### src/rtl/cct_pkg.sv
package cct_pkg;

    typedef enum logic [1:0] {
        ST_STOP    = 2'd0,
        ST_RUN_CMP = 2'd1,
        ST_RUN_CAP = 2'd2
    } cct_state_e;

    localparam int CTL_BITS = 3;
    localparam int CTL_RUN  = 0;
    localparam int CTL_EXT  = 1;
    localparam int CTL_CAP  = 2;

    localparam int NFLAGS   = 6;
    localparam int NIRQ     = 4;
    localparam int FLG_CMPA = 0;
    localparam int FLG_CMPB = 1;
    localparam int FLG_CAPA = 2;
    localparam int FLG_CAPB = 3;
    localparam int FLG_OVRA = 4;
    localparam int FLG_OVRB = 5;

    localparam int NSYNC    = 3;
    localparam int SY_EVT   = 0;
    localparam int SY_CAPA  = 1;
    localparam int SY_CAPB  = 2;

endpackage

### src/rtl/cct_sync_edge.sv
module cct_sync_edge #(
    parameter int STAGES = 2
) (
    input  logic clk_i,
    input  logic rst_ni,
    input  logic async_i,
    output logic rise_o
);
    logic [STAGES-1:0] sync_q;
    logic              last_q;

    always_ff @(posedge clk_i or negedge rst_ni) begin
        if (!rst_ni) begin
            sync_q <= '0;
            last_q <= 1'b0;
        end else begin
            sync_q <= {sync_q[STAGES-2:0], async_i};
            last_q <= sync_q[STAGES-1];
        end
    end

    assign rise_o = sync_q[STAGES-1] & ~last_q;
endmodule

### src/rtl/cct_fsm.sv
module cct_fsm
    import cct_pkg::*;
(
    input  logic       clk_i,
    input  logic       rst_ni,
    input  logic       ctl_we_i,
    input  logic       run_i,
    input  logic       cap_i,
    output cct_state_e state_o,
    output logic       running_o,
    output logic       cmp_mode_o,
    output logic       cap_mode_o
);
    cct_state_e state_q, state_d;
    cct_state_e run_target;

    assign run_target = cap_i ? ST_RUN_CAP : ST_RUN_CMP;

    always_comb begin
        state_d = state_q;
        unique case (state_q)
            ST_STOP: begin
                // START_CMP / START_CAP
                if (ctl_we_i && run_i) state_d = run_target;
            end
            ST_RUN_CMP, ST_RUN_CAP: begin
                // HALT, TO_CAP, TO_CMP
                if (ctl_we_i) state_d = run_i ? run_target : ST_STOP;
            end
            default: state_d = ST_STOP;
        endcase
    end

    always_ff @(posedge clk_i or negedge rst_ni) begin
        if (!rst_ni) state_q <= ST_STOP;
        else         state_q <= state_d;
    end

    always_comb begin
        running_o  = 1'b0;
        cmp_mode_o = 1'b0;
        cap_mode_o = 1'b0;
        unique case (state_q)
            ST_STOP:    ;
            ST_RUN_CMP: begin running_o = 1'b1; cmp_mode_o = 1'b1; end
            ST_RUN_CAP: begin running_o = 1'b1; cap_mode_o = 1'b1; end
            default:    ;
        endcase
    end

    assign state_o = state_q;
endmodule

### src/rtl/cct_core.sv
module cct_core #(
    parameter int W = 16
) (
    input  logic         clk_i,
    input  logic         rst_ni,
    input  logic         running_i,
    input  logic         cmp_mode_i,
    input  logic         cap_mode_i,
    input  logic         pulse_i,
    input  logic         clr_i,
    input  logic         buf_a_we_i,
    input  logic         buf_b_we_i,
    input  logic [W-1:0] wdata_i,
    input  logic         cap_a_rise_i,
    input  logic         cap_b_rise_i,
    output logic [W-1:0] cnt_o,
    output logic [W-1:0] act_a_o,
    output logic [W-1:0] act_b_o,
    output logic         pwm_o,
    output logic         hit_a_o,
    output logic         hit_b_o,
    output logic         grab_a_o,
    output logic         grab_b_o
);
    logic [W-1:0] cnt_q, buf_a_q, buf_b_q, act_a_q, act_b_q;
    logic         pwm_q;
    logic         step, reload;

    assign step     = running_i & pulse_i;
    assign hit_b_o  = cmp_mode_i & step & (cnt_q == act_b_q);
    assign hit_a_o  = cmp_mode_i & step & (cnt_q == act_a_q) & (act_a_q < act_b_q);
    assign grab_a_o = cap_mode_i & cap_a_rise_i;
    assign grab_b_o = cap_mode_i & cap_b_rise_i;
    assign reload   = clr_i | hit_b_o;

    always_ff @(posedge clk_i or negedge rst_ni) begin
        if (!rst_ni) begin
            cnt_q <= '0;
        end else if (clr_i || hit_b_o) begin
            cnt_q <= '0;
        end else if (step) begin
            cnt_q <= cnt_q + W'(1);
        end
    end

    always_ff @(posedge clk_i or negedge rst_ni) begin
        if (!rst_ni) begin
            buf_a_q <= '0;
            buf_b_q <= '0;
        end else begin
            if (buf_a_we_i) buf_a_q <= wdata_i;
            if (buf_b_we_i) buf_b_q <= wdata_i;
        end
    end

    always_ff @(posedge clk_i or negedge rst_ni) begin
        if (!rst_ni) begin
            act_a_q <= '0;
            act_b_q <= '0;
        end else begin
            if (reload)        act_a_q <= buf_a_q;
            else if (grab_a_o) act_a_q <= cnt_q;
            if (reload)        act_b_q <= buf_b_q;
            else if (grab_b_o) act_b_q <= cnt_q;
        end
    end

    always_ff @(posedge clk_i or negedge rst_ni) begin
        if (!rst_ni) begin
            pwm_q <= 1'b0;
        end else if (reload || !running_i) begin
            pwm_q <= 1'b0;
        end else if (hit_a_o) begin
            pwm_q <= 1'b1;
        end
    end

    assign cnt_o   = cnt_q;
    assign act_a_o = act_a_q;
    assign act_b_o = act_b_q;
    assign pwm_o   = pwm_q & running_i;
endmodule

### src/rtl/cct_flags.sv
module cct_flags
    import cct_pkg::*;
(
    input  logic              clk_i,
    input  logic              rst_ni,
    input  logic [NFLAGS-1:0] set_i,
    input  logic              clr_we_i,
    input  logic [NFLAGS-1:0] clr_mask_i,
    input  logic              ien_we_i,
    input  logic [NIRQ-1:0]   ien_wdata_i,
    output logic [NFLAGS-1:0] flags_o,
    output logic [NIRQ-1:0]   ien_o,
    output logic              irq_o
);
    logic [NFLAGS-1:0] flags_q, wipe;
    logic [NIRQ-1:0]   ien_q;

    assign wipe = clr_we_i ? clr_mask_i : '0;

    always_ff @(posedge clk_i or negedge rst_ni) begin
        if (!rst_ni) begin
            flags_q <= '0;
            ien_q   <= '0;
        end else begin
            flags_q <= (flags_q & ~wipe) | set_i;
            if (ien_we_i) ien_q <= ien_wdata_i;
        end
    end

    assign flags_o = flags_q;
    assign ien_o   = ien_q;
    assign irq_o   = |(flags_q[NIRQ-1:0] & ien_q);
endmodule

### src/rtl/cct_channel.sv
module cct_channel
    import cct_pkg::*;
#(
    parameter int W           = 16,
    parameter int SYNC_STAGES = 2
) (
    input  logic                clk_i,
    input  logic                rst_ni,
    input  logic                tick_i,
    input  logic                ext_evt_i,
    input  logic                cap_a_i,
    input  logic                cap_b_i,
    input  logic                ctl_we_i,
    input  logic                cnt_clr_i,
    input  logic                buf_a_we_i,
    input  logic                buf_b_we_i,
    input  logic                ien_we_i,
    input  logic                flag_clr_we_i,
    input  logic [W-1:0]        wdata_i,
    output logic [CTL_BITS-1:0] ctl_o,
    output logic [W-1:0]        cnt_o,
    output logic [W-1:0]        reg_a_o,
    output logic [W-1:0]        reg_b_o,
    output logic [NFLAGS-1:0]   flags_o,
    output logic [NIRQ-1:0]     ien_o,
    output logic                pwm_o,
    output logic                irq_o
);
    logic [CTL_BITS-1:0] cfg_q;
    logic [NSYNC-1:0]    async_in, rise;
    cct_state_e          state;
    logic                running, cmp_mode, cap_mode, pulse;
    logic                hit_a, hit_b, grab_a, grab_b;
    logic [NFLAGS-1:0]   set_vec;

    always_ff @(posedge clk_i or negedge rst_ni) begin
        if (!rst_ni)       cfg_q <= '0;
        else if (ctl_we_i) cfg_q <= wdata_i[CTL_BITS-1:0];
    end

    assign async_in[SY_EVT]  = ext_evt_i;
    assign async_in[SY_CAPA] = cap_a_i;
    assign async_in[SY_CAPB] = cap_b_i;

    for (genvar g = 0; g < NSYNC; g++) begin : g_sync
        cct_sync_edge #(.STAGES(SYNC_STAGES)) u_sync (
            .clk_i  (clk_i),
            .rst_ni (rst_ni),
            .async_i(async_in[g]),
            .rise_o (rise[g])
        );
    end

    cct_fsm u_fsm (
        .clk_i     (clk_i),
        .rst_ni    (rst_ni),
        .ctl_we_i  (ctl_we_i),
        .run_i     (wdata_i[CTL_RUN]),
        .cap_i     (wdata_i[CTL_CAP]),
        .state_o   (state),
        .running_o (running),
        .cmp_mode_o(cmp_mode),
        .cap_mode_o(cap_mode)
    );

    assign pulse = cfg_q[CTL_EXT] ? rise[SY_EVT] : tick_i;

    cct_core #(.W(W)) u_core (
        .clk_i       (clk_i),
        .rst_ni      (rst_ni),
        .running_i   (running),
        .cmp_mode_i  (cmp_mode),
        .cap_mode_i  (cap_mode),
        .pulse_i     (pulse),
        .clr_i       (cnt_clr_i),
        .buf_a_we_i  (buf_a_we_i),
        .buf_b_we_i  (buf_b_we_i),
        .wdata_i     (wdata_i),
        .cap_a_rise_i(rise[SY_CAPA]),
        .cap_b_rise_i(rise[SY_CAPB]),
        .cnt_o       (cnt_o),
        .act_a_o     (reg_a_o),
        .act_b_o     (reg_b_o),
        .pwm_o       (pwm_o),
        .hit_a_o     (hit_a),
        .hit_b_o     (hit_b),
        .grab_a_o    (grab_a),
        .grab_b_o    (grab_b)
    );

    always_comb begin
        set_vec           = '0;
        set_vec[FLG_CMPA] = hit_a;
        set_vec[FLG_CMPB] = hit_b;
        set_vec[FLG_CAPA] = grab_a;
        set_vec[FLG_CAPB] = grab_b;
        set_vec[FLG_OVRA] = grab_a & flags_o[FLG_CAPA];
        set_vec[FLG_OVRB] = grab_b & flags_o[FLG_CAPB];
    end

    cct_flags u_flags (
        .clk_i      (clk_i),
        .rst_ni     (rst_ni),
        .set_i      (set_vec),
        .clr_we_i   (flag_clr_we_i),
        .clr_mask_i (wdata_i[NFLAGS-1:0]),
        .ien_we_i   (ien_we_i),
        .ien_wdata_i(wdata_i[NIRQ-1:0]),
        .flags_o    (flags_o),
        .ien_o      (ien_o),
        .irq_o      (irq_o)
    );

    assign ctl_o = cfg_q;
endmodule

### config.mk
export PLATFORM = sky130hd
export DESIGN_NAME = cct_channel
export DESIGN_NICKNAME = d
export VERILOG_FILES = /design/src/rtl/cct_pkg.sv /design/src/rtl/cct_sync_edge.sv /design/src/rtl/cct_fsm.sv /design/src/rtl/cct_core.sv /design/src/rtl/cct_flags.sv /design/src/rtl/cct_channel.sv
export SDC_FILE = /design/constraint.sdc
export NUM_CORES = 1
export LEC_CHECK = 0
export BUFFER_PORTS_ARGS = -buffer_cell sky130_fd_sc_hd__buf_2
export CAP_MARGIN = 10
export CORE_AREA = 2 2 138 140
export DETAILED_ROUTE_END_ITERATION = 12
export DIE_AREA = 0 0 140 142
export PLACE_DENSITY = 0.44
export SYNTH_ARGS = -nofsm -noshare
export SYNTH_HDL_FRONTEND = slang
export SYNTH_HIERARCHICAL = 1
export SYNTH_SLANG_ARGS = --single-unit
### constraint.sdc
create_clock -name clk_i -period 2.7 [get_ports clk_i]
set_input_delay 0.135 -clock clk_i [delete_from_list [all_inputs] [get_ports clk_i]]
set_output_delay 0.135 -clock clk_i [all_outputs]
set_load 0.005 [all_outputs]
==> impl_summary.log, run 1 <==
INFO  metric result_of_the_run = finished, violations left
INFO  metric violations_in_the_final_reports = design-rule violations
INFO  metric drt_first_iter_violations = 196
INFO  metric worstSetupStartpointType = register
INFO  metric min-delay-start = wdata_i[10]
INFO  metric p_leak = 3.183 nW
INFO  metric arrival = 2.61 ns
INFO  metric number_of_antenna_violations_at_the_first_check_in_global_routing = 0
INFO  metric finalWorstPathRequiredPeriod = 2.312 ns
INFO  metric ctsRootBufferMaster = sky130_fd_sc_hd__clkbuf_16
INFO  metric cts.clk_slew.worst_paths = 0.08 ns
INFO  metric clock_tree.buffer_depth = 2
INFO  metric netlist_instances = 450
INFO  metric synthesis.area_per_instance = 11.99 sq um
INFO  metric diodes = 0
INFO  metric gpl.final_weighted_congestion = 0.7934
INFO  metric cts.repair.resized = 0
INFO  metric drt-wirelength-per-cell = 18.54 um
INFO  metric yosysUniqueCellTypes = 40
INFO  metric boundaryPins = 91
INFO  metric nFillCells = 1842
INFO  metric worst-path-stages = 8
INFO  metric cts_hold_buffers = 4
INFO  metric io_buffers = 90
INFO  metric cts-buffers-inserted = 9
INFO  metric clock_latency = 0.35 ns
INFO  metric worst-endpoint-required = 3.00 ns
INFO  metric relative_slew_slack = 42.75%
INFO  metric placementRows = 50
INFO  metric vdd.ir_drop.worst = 0.0002830 V
INFO  metric multiInputGateArea = 0.002542 sq mm
INFO  metric critical_path_class = register to register
INFO  metric post-synth-top-area-fraction = 48.71%
INFO  metric report.final.hold_viol_count = 0
INFO  metric yosys_register_bits = 105
INFO  metric post-cts-setup-buffer-count = 0
INFO  metric fmaxAchievable = 0.4325 GHz
INFO  metric stdcell_area = 0.006497 sq mm
INFO  metric worst_reg2reg_path_depth = 8
INFO  metric die_area = 0.01988 sq mm
INFO  metric synth_edf_count = 0
INFO  metric pin_count_of_the_biggest_net_entering_global_routing = 51
INFO  metric dpl.hpwl = 11030 um
INFO  metric finalCoreUtilization = 35.21%
INFO  metric die_h = 142 um
INFO  metric fin_nets = 595
INFO  metric syn_area = 0.005394 sq mm
INFO  metric route.final.wire_length = 14570 um
INFO  metric most_common_library_cell_in_the_layout_ignoring_fill_and_taps = sky130_fd_sc_hd__dfrtp_1
INFO  metric post_placement_cell_count = 766
INFO  metric die-width = 140 um
INFO  metric tightestPinTransition = 0.8577 ns
INFO  metric power_density = 691.7 mW/mm^2
INFO  metric critPathMaxStageDelay = 0.48 ns
INFO  metric slew_violations = 0
INFO  metric synth_top_flop_cell = sky130_fd_sc_hd__dfrtp_1
INFO  metric crit_path_top_delay_cell = sky130_fd_sc_hd__dfrtp_1
INFO  metric synth_fp_nets = 498
INFO  metric floorplan.initialDensity = 29.23%
INFO  metric yosys-top-cells-area = sky130_fd_sc_hd__dfrtp_1 49%, sky130_fd_sc_hd__mux2_2 12%, sky130_fd_sc_hd__mux2_4 8.1%
INFO  metric cts_num_sinks = 105
INFO  metric clock_tree.htree_level_count = 3
INFO  metric areaGrowthSynthToFinish = 20.46%
INFO  metric route.detailed.vias_per_inst = 4.668
INFO  metric netlist.top_cell.by_area = sky130_fd_sc_hd__dfrtp_1
INFO  metric floorplan.core_area = 0.01846 sq mm
INFO  metric grt_first_pass_wirelength = 22630 um
INFO  metric cpLargestDelayFamily = compound AO/OA/AOI/OAI gates
INFO  metric holdPathStages = 2
INFO  metric drcViolationCount = 3
INFO  metric synth-async-reset-ratio = 100.0%
INFO  metric crit_path_start = u_core/act_b_o[7]
INFO  metric cp_num_buf_inv = 2
INFO  metric gr-total-overflow = 0
INFO  metric path_cells = inv_1, ha_1, and3_1, a221oi_1, o31ai_1, a2111oi_0, buf_4, o211a_1
INFO  metric fin_cells = 786
INFO  metric post_route_cells_drive_above_1_share = 39.31%
INFO  metric drtAntennaViolNets = 0
INFO  metric synth.yosys.seq_area_share = 48.71%
INFO  metric worst_clock_skew = 0.01026 ns
INFO  metric hp-class = input pin to register
INFO  metric layout.cells.most_common_list = 105 x sky130_fd_sc_hd__dfrtp_1, 89 x sky130_fd_sc_hd__buf_2, 56 x sky130_fd_sc_hd__mux2_2, 34 x sky130_fd_sc_hd__nand2_1, 29 x sky130_fd_sc_hd__mux2_4
INFO  metric setup_tns = 0 ns
INFO  metric dpl_cell_area = 0.006148 sq mm
INFO  metric crit_path_end_kind = register
INFO  metric yosysWarnings = 6
INFO  metric all_layer_gr_usage = 15.21%
INFO  metric vias_in_the_first_global_route = 3793
INFO  metric critPathMaxFanout = 3
INFO  metric timing.max_cap.violations = 0
INFO  metric drtPass1Iterations = 9
INFO  metric critical_r2r_launch = u_core/act_b_o[7]
INFO  metric rsz_0062_raised_after_global_routing = no
INFO  metric cts_tree = done
INFO  metric report.final.setup_viol = 0
INFO  metric dr_total_vias = 3669
INFO  metric timing.final.crit_share = 85.64%
INFO  metric regArea = 0.002628 sq mm
through the flow:
| stage | power [mW] | hold slack, ns | setup WS [ns] |
|---|---|---|---|
| after floorplan | 2.680 | -0.1606 | 0.4466 |
| after global placement | 3.129 | 0.2254 | 0.4101 |
| after detailed placement | 3.153 | 0.2277 | 0.3806 |
| after CTS | 4.567 | 0.01472 | 0.3702 |
| after global routing | 4.763 | 0.02153 | 0.1847 |
| final | 4.494 | 0.03038 | 0.3877 |
synthesized netlist by cell type (3+ instances only):
| cell type | instances |
|---|---|
| sky130_fd_sc_hd__inv_1 | 22 |
| sky130_fd_sc_hd__nor2b_4 | 3 |
| sky130_fd_sc_hd__nand3_1 | 9 |
| sky130_fd_sc_hd__and2_1 | 3 |
| sky130_fd_sc_hd__nor4_1 | 7 |
| sky130_fd_sc_hd__xor2_1 | 28 |
| sky130_fd_sc_hd__xnor2_1 | 19 |
| sky130_fd_sc_hd__nand2b_1 | 3 |
| sky130_fd_sc_hd__nor2_1 | 21 |
| sky130_fd_sc_hd__nand4_1 | 9 |
| sky130_fd_sc_hd__and3_1 | 4 |
| sky130_fd_sc_hd__nand2_1 | 34 |
| sky130_fd_sc_hd__a21oi_1 | 3 |
| sky130_fd_sc_hd__buf_6 | 4 |
| sky130_fd_sc_hd__mux2_2 | 56 |
| sky130_fd_sc_hd__mux2_1 | 3 |
| sky130_fd_sc_hd__dfrtp_1 | 105 |
| sky130_fd_sc_hd__o21ai_0 | 16 |
| sky130_fd_sc_hd__a21o_1 | 8 |
| sky130_fd_sc_hd__clkbuf_1 | 16 |
| sky130_fd_sc_hd__ha_1 | 20 |
| sky130_fd_sc_hd__buf_2 | 6 |
| sky130_fd_sc_hd__mux2_4 | 29 |
path summary, 6_finish.rpt:
check	slack, ns	to
setup / recovery	0.39	u_core/pwm_q
max in group asynchronous	1.40	u_core/buf_a_q[11]
hold reg to reg	0.36	g_sync[1].u_sync/sync_q[1]
setup reg to reg	0.39	u_core/pwm_q
min in group asynchronous	0.37	u_core/buf_a_q[4]
hold / removal	0.03	u_core/buf_a_q[10]
power by group:
group	leakage (nW)	internal, mW	total (mW)	switching, mW
registers	1.28	1.77	1.98	0.213
clock network	0.153	0.796	1.38	0.587
logic	1.75	0.581	1.13	0.552
final cells by class:
type	count	share of cell area (%)
clock buffers	14	4.217
clock inverters	2	0.5392
inverters	22	1.271
multi-input cells	295	39.13
flip-flops and latches	105	40.44
well taps	234	4.506
repair buffers	114	9.898
metal layers:
metal / track usage, % / wire, um / vias up
met5: 0 / 0 / -
met3: 2.826 / 644 / 17
met2: 23.62 / 6612 / 82
met1: 21.11 / 7010 / 1842
li1: - / - / 1728
met4: 6.061 / 307 / 0
kinds of logic after synthesis:
| group | synth area share [%] |
|---|---|
| and+or+nand+nor | 9.047 |
| adders and majority gates | 4.639 |
| muxes | 20.39 |
| AOI/OAI and AO/OA | 5.405 |
| xor gates and xnor gates | 7.632 |
| DFF | 48.71 |
| buffers and inverters | 4.175 |
registers in the layout (all words and copies together) (netlist names), 3 cells and up:
register,count
u_core/act_a_o,16
u_core/act_b_o,16
u_core/buf_a_q,16
u_core/buf_b_q,16
u_core/cnt_o,16
g_sync.u_sync/sync_q,6
u_flags/flags_o,6
u_flags/ien_o,4
ctl_o,3
g_sync.u_sync/last_q,3
Power figures use the tool's default switching activity.
==> run 2: changes to the inputs <==
Settings changed: CORE_AREA 2 2 138 140 to 2 2 101 103, DIE_AREA 0 0 140 142 to 0 0 103 105, PLACE_DENSITY 0.44 to 0.85.
==> impl_summary.log, run 2 (same netlist as run 1, synthesis figures left out) <==
INFO  metric result_of_the_run = completed
INFO  metric tightestPinTransition = 0.8787 ns (+0.02094 ns)
INFO  metric power_density = 638.1 mW/mm^2 (-7.7%)
INFO  metric critPathMaxStageDelay = 0.52 ns (+0.04 ns)
INFO  metric worstSetupEndpoint = u_core/act_b_o[15]
INFO  metric vias_in_the_first_global_route = 3947 (+4.1%)
INFO  metric worstSetupStartpointType = register
INFO  metric setup_tns = 0 ns (unchanged)
INFO  metric slew_violations = 0 (unchanged)
INFO  metric clock_tree.buffer_depth = 2 (unchanged)
INFO  metric io_buffers = 90 (unchanged)
INFO  metric worst-path-stages = 6 (-2)
INFO  metric hp-class = input pin to register
INFO  metric worst-endpoint-required = 2.96 ns (-0.04 ns)
INFO  metric cts.repair.resized = 0 (unchanged)
INFO  metric die_h = 105 um (-26%)
INFO  metric dr_total_vias = 3852 (+5.0%)
INFO  metric post_placement_cell_count = 663 (-13%)
INFO  metric cp_num_buf_inv = 1 (-1)
INFO  metric crit_path_start = u_core/act_b_o[4]
INFO  metric crit_path_top_delay_cell = sky130_fd_sc_hd__o41a_2
INFO  metric most_common_library_cell_in_the_layout_ignoring_fill_and_taps = sky130_fd_sc_hd__dfrtp_1
INFO  metric pin_count_of_the_biggest_net_entering_global_routing = 59 (+16%)
INFO  metric dpl.hpwl = 9430 um (-14%)
INFO  metric fin_nets = 601 (+1.0%)
INFO  metric fin_cells = 691 (-12%)
INFO  metric hold_slack = 0.01277 ns (-0.01761 ns)
INFO  metric ctsRootBufferMaster = sky130_fd_sc_hd__clkbuf_8
INFO  metric all_layer_gr_usage = 25.02% (+9.8 points)
INFO  metric fmaxAchievable = 0.4158 GHz (-3.9%)
INFO  metric drcViolationCount = 0 (-3)
INFO  metric cpLargestDelayFamily = compound AO/OA/AOI/OAI gates
INFO  metric arrival = 2.67 ns (+0.06 ns)
INFO  metric critical_path_class = register to register
INFO  metric report.final.setup_viol = 0 (unchanged)
INFO  metric floorplan.initialDensity = 55.96% (+27 points)
INFO  metric drt-wirelength-per-cell = 18.35 um (-1.0%)
INFO  metric clock_latency = 0.38 ns (+0.03 ns)
INFO  metric critical_r2r_launch = u_core/act_b_o[4]
INFO  metric vdd.ir_drop.worst = 0.0003390 V (+20%)
INFO  metric finalWorstPathRequiredPeriod = 2.405 ns (+0.09268 ns)
INFO  metric cts_num_sinks = 105 (unchanged)
INFO  metric areaGrowthSynthToFinish = 17.03%
INFO  metric route.detailed.vias_per_inst = 5.575 (+19%)
INFO  metric gpl.final_weighted_congestion = 0.8638 (+8.9%)
INFO  metric post_route_cells_drive_above_1_share = 38.71% (-0.60 points)
INFO  metric diodes = 0 (unchanged)
INFO  metric route.final.wire_length = 12680 um (-13%)
INFO  metric grt_first_pass_wirelength = 20540 um (-9.2%)
INFO  metric drtPass1Iterations = 5 (-4)
INFO  metric layout.cells.most_common_list = 105 x sky130_fd_sc_hd__dfrtp_1, 89 x sky130_fd_sc_hd__buf_2, 56 x sky130_fd_sc_hd__mux2_2, 34 x sky130_fd_sc_hd__nand2_1, 29 x sky130_fd_sc_hd__mux2_4
INFO  metric critPathMaxFanout = 23 (+20)
INFO  metric timing.final.crit_share = 89.07% (+3.4 points)
INFO  metric reg2reg_to = u_core/act_b_o[15]
INFO  metric floorplan.core_area = 0.009639 sq mm (-48%)
INFO  metric drt_first_iter_violations = 231 (+18%)
INFO  metric timing.max_cap.violations = 0 (unchanged)
INFO  metric relative_slew_slack = 41.36% (-1.4 points)
INFO  metric boundaryPins = 91 (unchanged)
INFO  metric worst_reg2reg_path_depth = 6 (-2)
INFO  metric number_of_antenna_violations_at_the_first_check_in_global_routing = 0 (unchanged)
INFO  metric path_cells = xor2_1, nor4_1, nand2_1, o41a_2, buf_4, mux2_1
INFO  metric cts_tree = done
INFO  metric setup.reg_to_reg.worst_slack = 0.30 ns (-0.09 ns)
INFO  metric placementRows = 36 (-28%)
INFO  metric rsz_0062_raised_after_global_routing = no
INFO  metric clock_tree.htree_level_count = 3 (unchanged)
INFO  metric die_area = 0.01082 sq mm (-46%)
INFO  metric gr-total-overflow = 0 (unchanged)
INFO  metric cts.clk_slew.worst_paths = 0.09 ns (about the same)
INFO  metric drtAntennaViolNets = 0 (unchanged)
INFO  metric report.final.hold_viol_count = 0 (unchanged)
INFO  metric die-width = 103 um (-26%)
INFO  metric crit_path_end_kind = register
INFO  metric p_leak = 3.147 nW (-1.1%)
INFO  metric cts-buffers-inserted = 9 (unchanged)
INFO  metric worst_clock_skew = 0.01159 ns (+0.001331 ns)
## run 2: how the worst min path moves through the flow
stage / from / end / slack [ns] / cells after the start
final: wdata_i[15] / u_core/buf_b_q[15] / 0.01 / 2
after global routing: wdata_i[15] / u_core/buf_b_q[15] / 0.009 / 2
after CTS: wdata_i[9] / u_core/buf_b_q[9] / 0.001 / 2
after detailed placement: rst_ni / u_flags/flags_o[4] / 0.24 / 1
after global placement: rst_ni / u_flags/flags_o[4] / 0.23 / 1
after floorplan: rst_ni / ctl_o[0] / -0.16 / 0
## run 2: area by class of cell
cell class | instances | area [sq um]
Fill cell | 726 | 3327
Sequential cell | 105 | 2628
Multi-Input combinational cell | 295 | 2542
Timing Repair Buffer | 120 | 720.7
Tap cell | 133 | 166.4
Clock buffer | 11 | 141.4
Inverter | 22 | 82.58
Clock inverter | 5 | 31.28
## run 2: worst register-to-register path, delay by kind of cell, from the launching register on
kind | cells | cell delay, ns
simple gates | 2 | 0.48
mux | 1 | 0.37
xor+xnor | 1 | 0.20
compound gates | 1 | 0.52
buf+inv | 1 | 0.27
flops | 1 | 0.47
## run 2: through the flow
step | instance area [sq um] | setup slack (ns) | power, mW | utilization [%]
floorplan | 5394 | 0.4466 | 2.680 | -
global placement | 6020 | 0.3123 | 3.051 | 62.45
detailed placement | 6020 | 0.3176 | 3.125 | 62.45
CTS | 6312 | 0.2960 | 4.021 | 65.49
global route | 6312 | 0.2080 | 4.245 | 65.49
finish | 6312 | 0.2950 | 4.028 | 65.49
## run 2: report_power, final
group	switching (mW)	internal (mW)	total (mW)
logic	0.574	0.597	1.17
clock network	0.526	0.358	0.884
registers	0.209	1.76	1.97
total	1.31	2.72	4.03
## run 2: metal layers
layer	GRT usage, %	part of all wire (%)	up-vias
met5	0	0	-
met4	10.71	2.6	0
met3	4.214	6.2	28
met2	39.05	48	149
met1	34.24	43	1927
li1	-	-	1748
## run 2: what timing repair did
action | CTS | global route
hold endpoints to repair | 73 | 0
setup buffers | 0 | 0
hold buffers | 12 | 0
==> run 3: changes to the inputs <==
Settings changed: HOLD_SLACK_MARGIN from default to 0.05.
==> impl_summary.log, run 3 (same netlist as run 1, synthesis figures left out) <==
INFO  metric drt-wirelength-per-cell = 18.28 um (-0.38%)
INFO  metric vias_in_the_first_global_route = 3941 (-0.15%)
INFO  metric dp_slack = 0.3176 ns (unchanged)
INFO  metric power_density = 633.5 mW/mm^2 (-0.72%)
INFO  metric critPathMaxStageDelay = 0.52 ns (about the same)
INFO  metric cp_num_buf_inv = 1 (unchanged)
INFO  metric route.detailed.vias_per_inst = 5.580 (+0.11%)
INFO  metric vdd.ir_drop.worst = 0.0003387 V (about the same)
INFO  metric result_of_the_run = completed
INFO  metric cts_tree = done
INFO  metric floorplan.initialDensity = 55.96% (unchanged)
INFO  metric worst_clock_skew = 0.01162 ns (+0.00002260 ns)
INFO  metric timing.max_cap.violations = 0 (unchanged)
INFO  metric hold_slack = 0.07003 ns (+0.05726 ns)
INFO  metric clock_tree.buffer_depth = 2 (unchanged)
INFO  metric gr-total-overflow = 0 (unchanged)
INFO  metric placementRows = 36 (unchanged)
INFO  metric drt_first_iter_violations = 236 (+2.2%)
INFO  metric report.final.setup_viol = 0 (unchanged)
INFO  metric drtPass1Iterations = 4 (-1)
INFO  metric finalWorstPathRequiredPeriod = 2.404 ns (-0.0007010 ns)
INFO  metric all_layer_gr_usage = 25.12% (+0.10 points)
INFO  metric cpLargestDelayFamily = compound AO/OA/AOI/OAI gates
INFO  metric cts-buffers-inserted = 9 (unchanged)
INFO  metric post_placement_cell_count = 663 (unchanged)
INFO  metric report.final.hold_viol_count = 0 (unchanged)
INFO  metric crit_path_end_kind = register
INFO  metric grt_first_pass_wirelength = 20610 um (+0.34%)
INFO  metric path_cells = xor2_1, nor4_1, nand2_1, o41a_2, buf_4, mux2_1
INFO  metric die_h = 105 um (unchanged)
INFO  metric arrival = 2.66 ns (about the same)
INFO  metric boundaryPins = 91 (unchanged)
INFO  metric clock_latency = 0.38 ns (about the same)
INFO  metric dpl_cell_area = 0.006020 sq mm (unchanged)
INFO  metric clock_tree.htree_level_count = 3 (unchanged)
INFO  metric stdcell_area = 0.006362 sq mm (+0.79%)
INFO  metric finalWorstSetupSlack = 0.2957 ns (+0.0007010 ns)
INFO  metric cts.repair.resized = 0 (unchanged)
INFO  metric tightestPinTransition = 0.8571 ns (-0.02158 ns)
INFO  metric diodes = 0 (unchanged)
INFO  metric number_of_antenna_violations_at_the_first_check_in_global_routing = 0 (unchanged)
INFO  metric worstSetupStartpointType = register
INFO  metric finalCoreUtilization = 66.00% (+0.52 points)
INFO  metric route.final.wire_length = 12730 um (+0.34%)
INFO  metric most_common_library_cell_in_the_layout_ignoring_fill_and_taps = sky130_fd_sc_hd__dfrtp_1
INFO  metric hp-class = input pin to register
INFO  metric drtAntennaViolNets = 0 (unchanged)
INFO  metric die-width = 103 um (unchanged)
INFO  metric slew_violations = 0 (unchanged)
INFO  metric power = 4.030 mW (about the same)
INFO  metric nFillCells = 725 (-0.14%)
INFO  metric critical_path_class = register to register
INFO  metric floorplan.core_area = 0.009639 sq mm (unchanged)
INFO  metric gpl.final_weighted_congestion = 0.8638 (unchanged)
INFO  metric fin_cells = 696 (+0.72%)
INFO  metric areaGrowthSynthToFinish = 17.95%
INFO  metric rsz_0062_raised_after_global_routing = no
INFO  metric fmaxAchievable = 0.4159 GHz (about the same)
INFO  metric cts.clk_slew.worst_paths = 0.09 ns (about the same)
INFO  metric post-cts-setup-buffer-count = 0 (unchanged)
INFO  metric cts_num_sinks = 105 (unchanged)
INFO  metric layout.cells.most_common_list = 105 x sky130_fd_sc_hd__dfrtp_1, 89 x sky130_fd_sc_hd__buf_2, 56 x sky130_fd_sc_hd__mux2_2, 34 x sky130_fd_sc_hd__nand2_1, 29 x sky130_fd_sc_hd__mux2_4
INFO  metric pin_count_of_the_biggest_net_entering_global_routing = 59 (unchanged)
INFO  metric die_area = 0.01082 sq mm (unchanged)
INFO  metric fin_nets = 606 (+0.83%)
INFO  metric ctsRootBufferMaster = sky130_fd_sc_hd__clkbuf_8
INFO  metric crit_path_top_delay_cell = sky130_fd_sc_hd__o41a_2
INFO  metric relative_slew_slack = 42.80% (+1.4 points)
INFO  metric timing.final.crit_share = 89.05% (about the same)
INFO  metric io_buffers = 90 (unchanged)
INFO  metric dpl.hpwl = 9430 um (unchanged)
INFO  metric critPathMaxFanout = 23 (unchanged)
INFO  metric drcViolationCount = 0 (unchanged)
INFO  metric setup_tns = 0 ns (unchanged)
INFO  metric multiInputGateArea = 0.002542 sq mm (unchanged)
INFO  metric post_route_cells_drive_above_1_share = 38.37% (-0.34 points)
INFO  metric dr_total_vias = 3884 (+0.83%)
INFO  metric regArea = 0.002628 sq mm (unchanged)
INFO  metric p_leak = 3.168 nW (+0.66%)
INFO  metric worst-endpoint-required = 2.96 ns (about the same)
-- run 3: area by class of cell --
| cell class | count | area share [%] |
|---|---|---|
| Sequential cell | 105 | 41.30 |
| Multi-Input combinational cell | 295 | 39.96 |
| Timing Repair Buffer | 125 | 12.11 |
| Tap cell | 133 | 2.616 |
| Clock buffer | 11 | 2.222 |
| Inverter | 22 | 1.298 |
| Clock inverter | 5 | 0.4916 |
-- run 3: timing repair --
| action | in CTS | in global routing |
|---|---|---|
| hold buffers | 17 | 0 |
| setup endpoints to repair | 0 | 0 |
| endpoints found under the hold margin | 87 | 0 |
-- run 3: final timing paths --
kind / from / to / slack (ns) / depth (start not counted)
max: u_core/act_b_o[4] / u_core/act_b_o[15] / 0.30 / 6
min: ien_we_i / u_flags/ien_o[1] / 0.07 / 2
max reg2reg: u_core/act_b_o[4] / u_core/act_b_o[15] / 0.30 / 6
min reg2reg: g_sync[1].u_sync/sync_q[0] / g_sync[1].u_sync/sync_q[1] / 0.36 / 0
max in group asynchronous: rst_ni / u_core/act_a_o[8] / 1.64 / 3
min in group asynchronous: rst_ni / u_flags/flags_o[4] / 0.35 / 2
-- run 3: power breakdown --
part | internal [mW] | switching, mW
combinational | 0.601 | 0.574
clock | 0.358 | 0.523
sequential | 1.76 | 0.211
total | 2.72 | 1.31
-- run 3: routing by layer --
metal / track usage (%) / share of wire [%] / vias up
li1: - / - / 1760
met1: 34.32 / 43 / 1959
met2: 39.47 / 49 / 141
met3: 4.214 / 5.4 / 24
met4: 10.43 / 2.3 / 0
met5: 0 / 0 / -
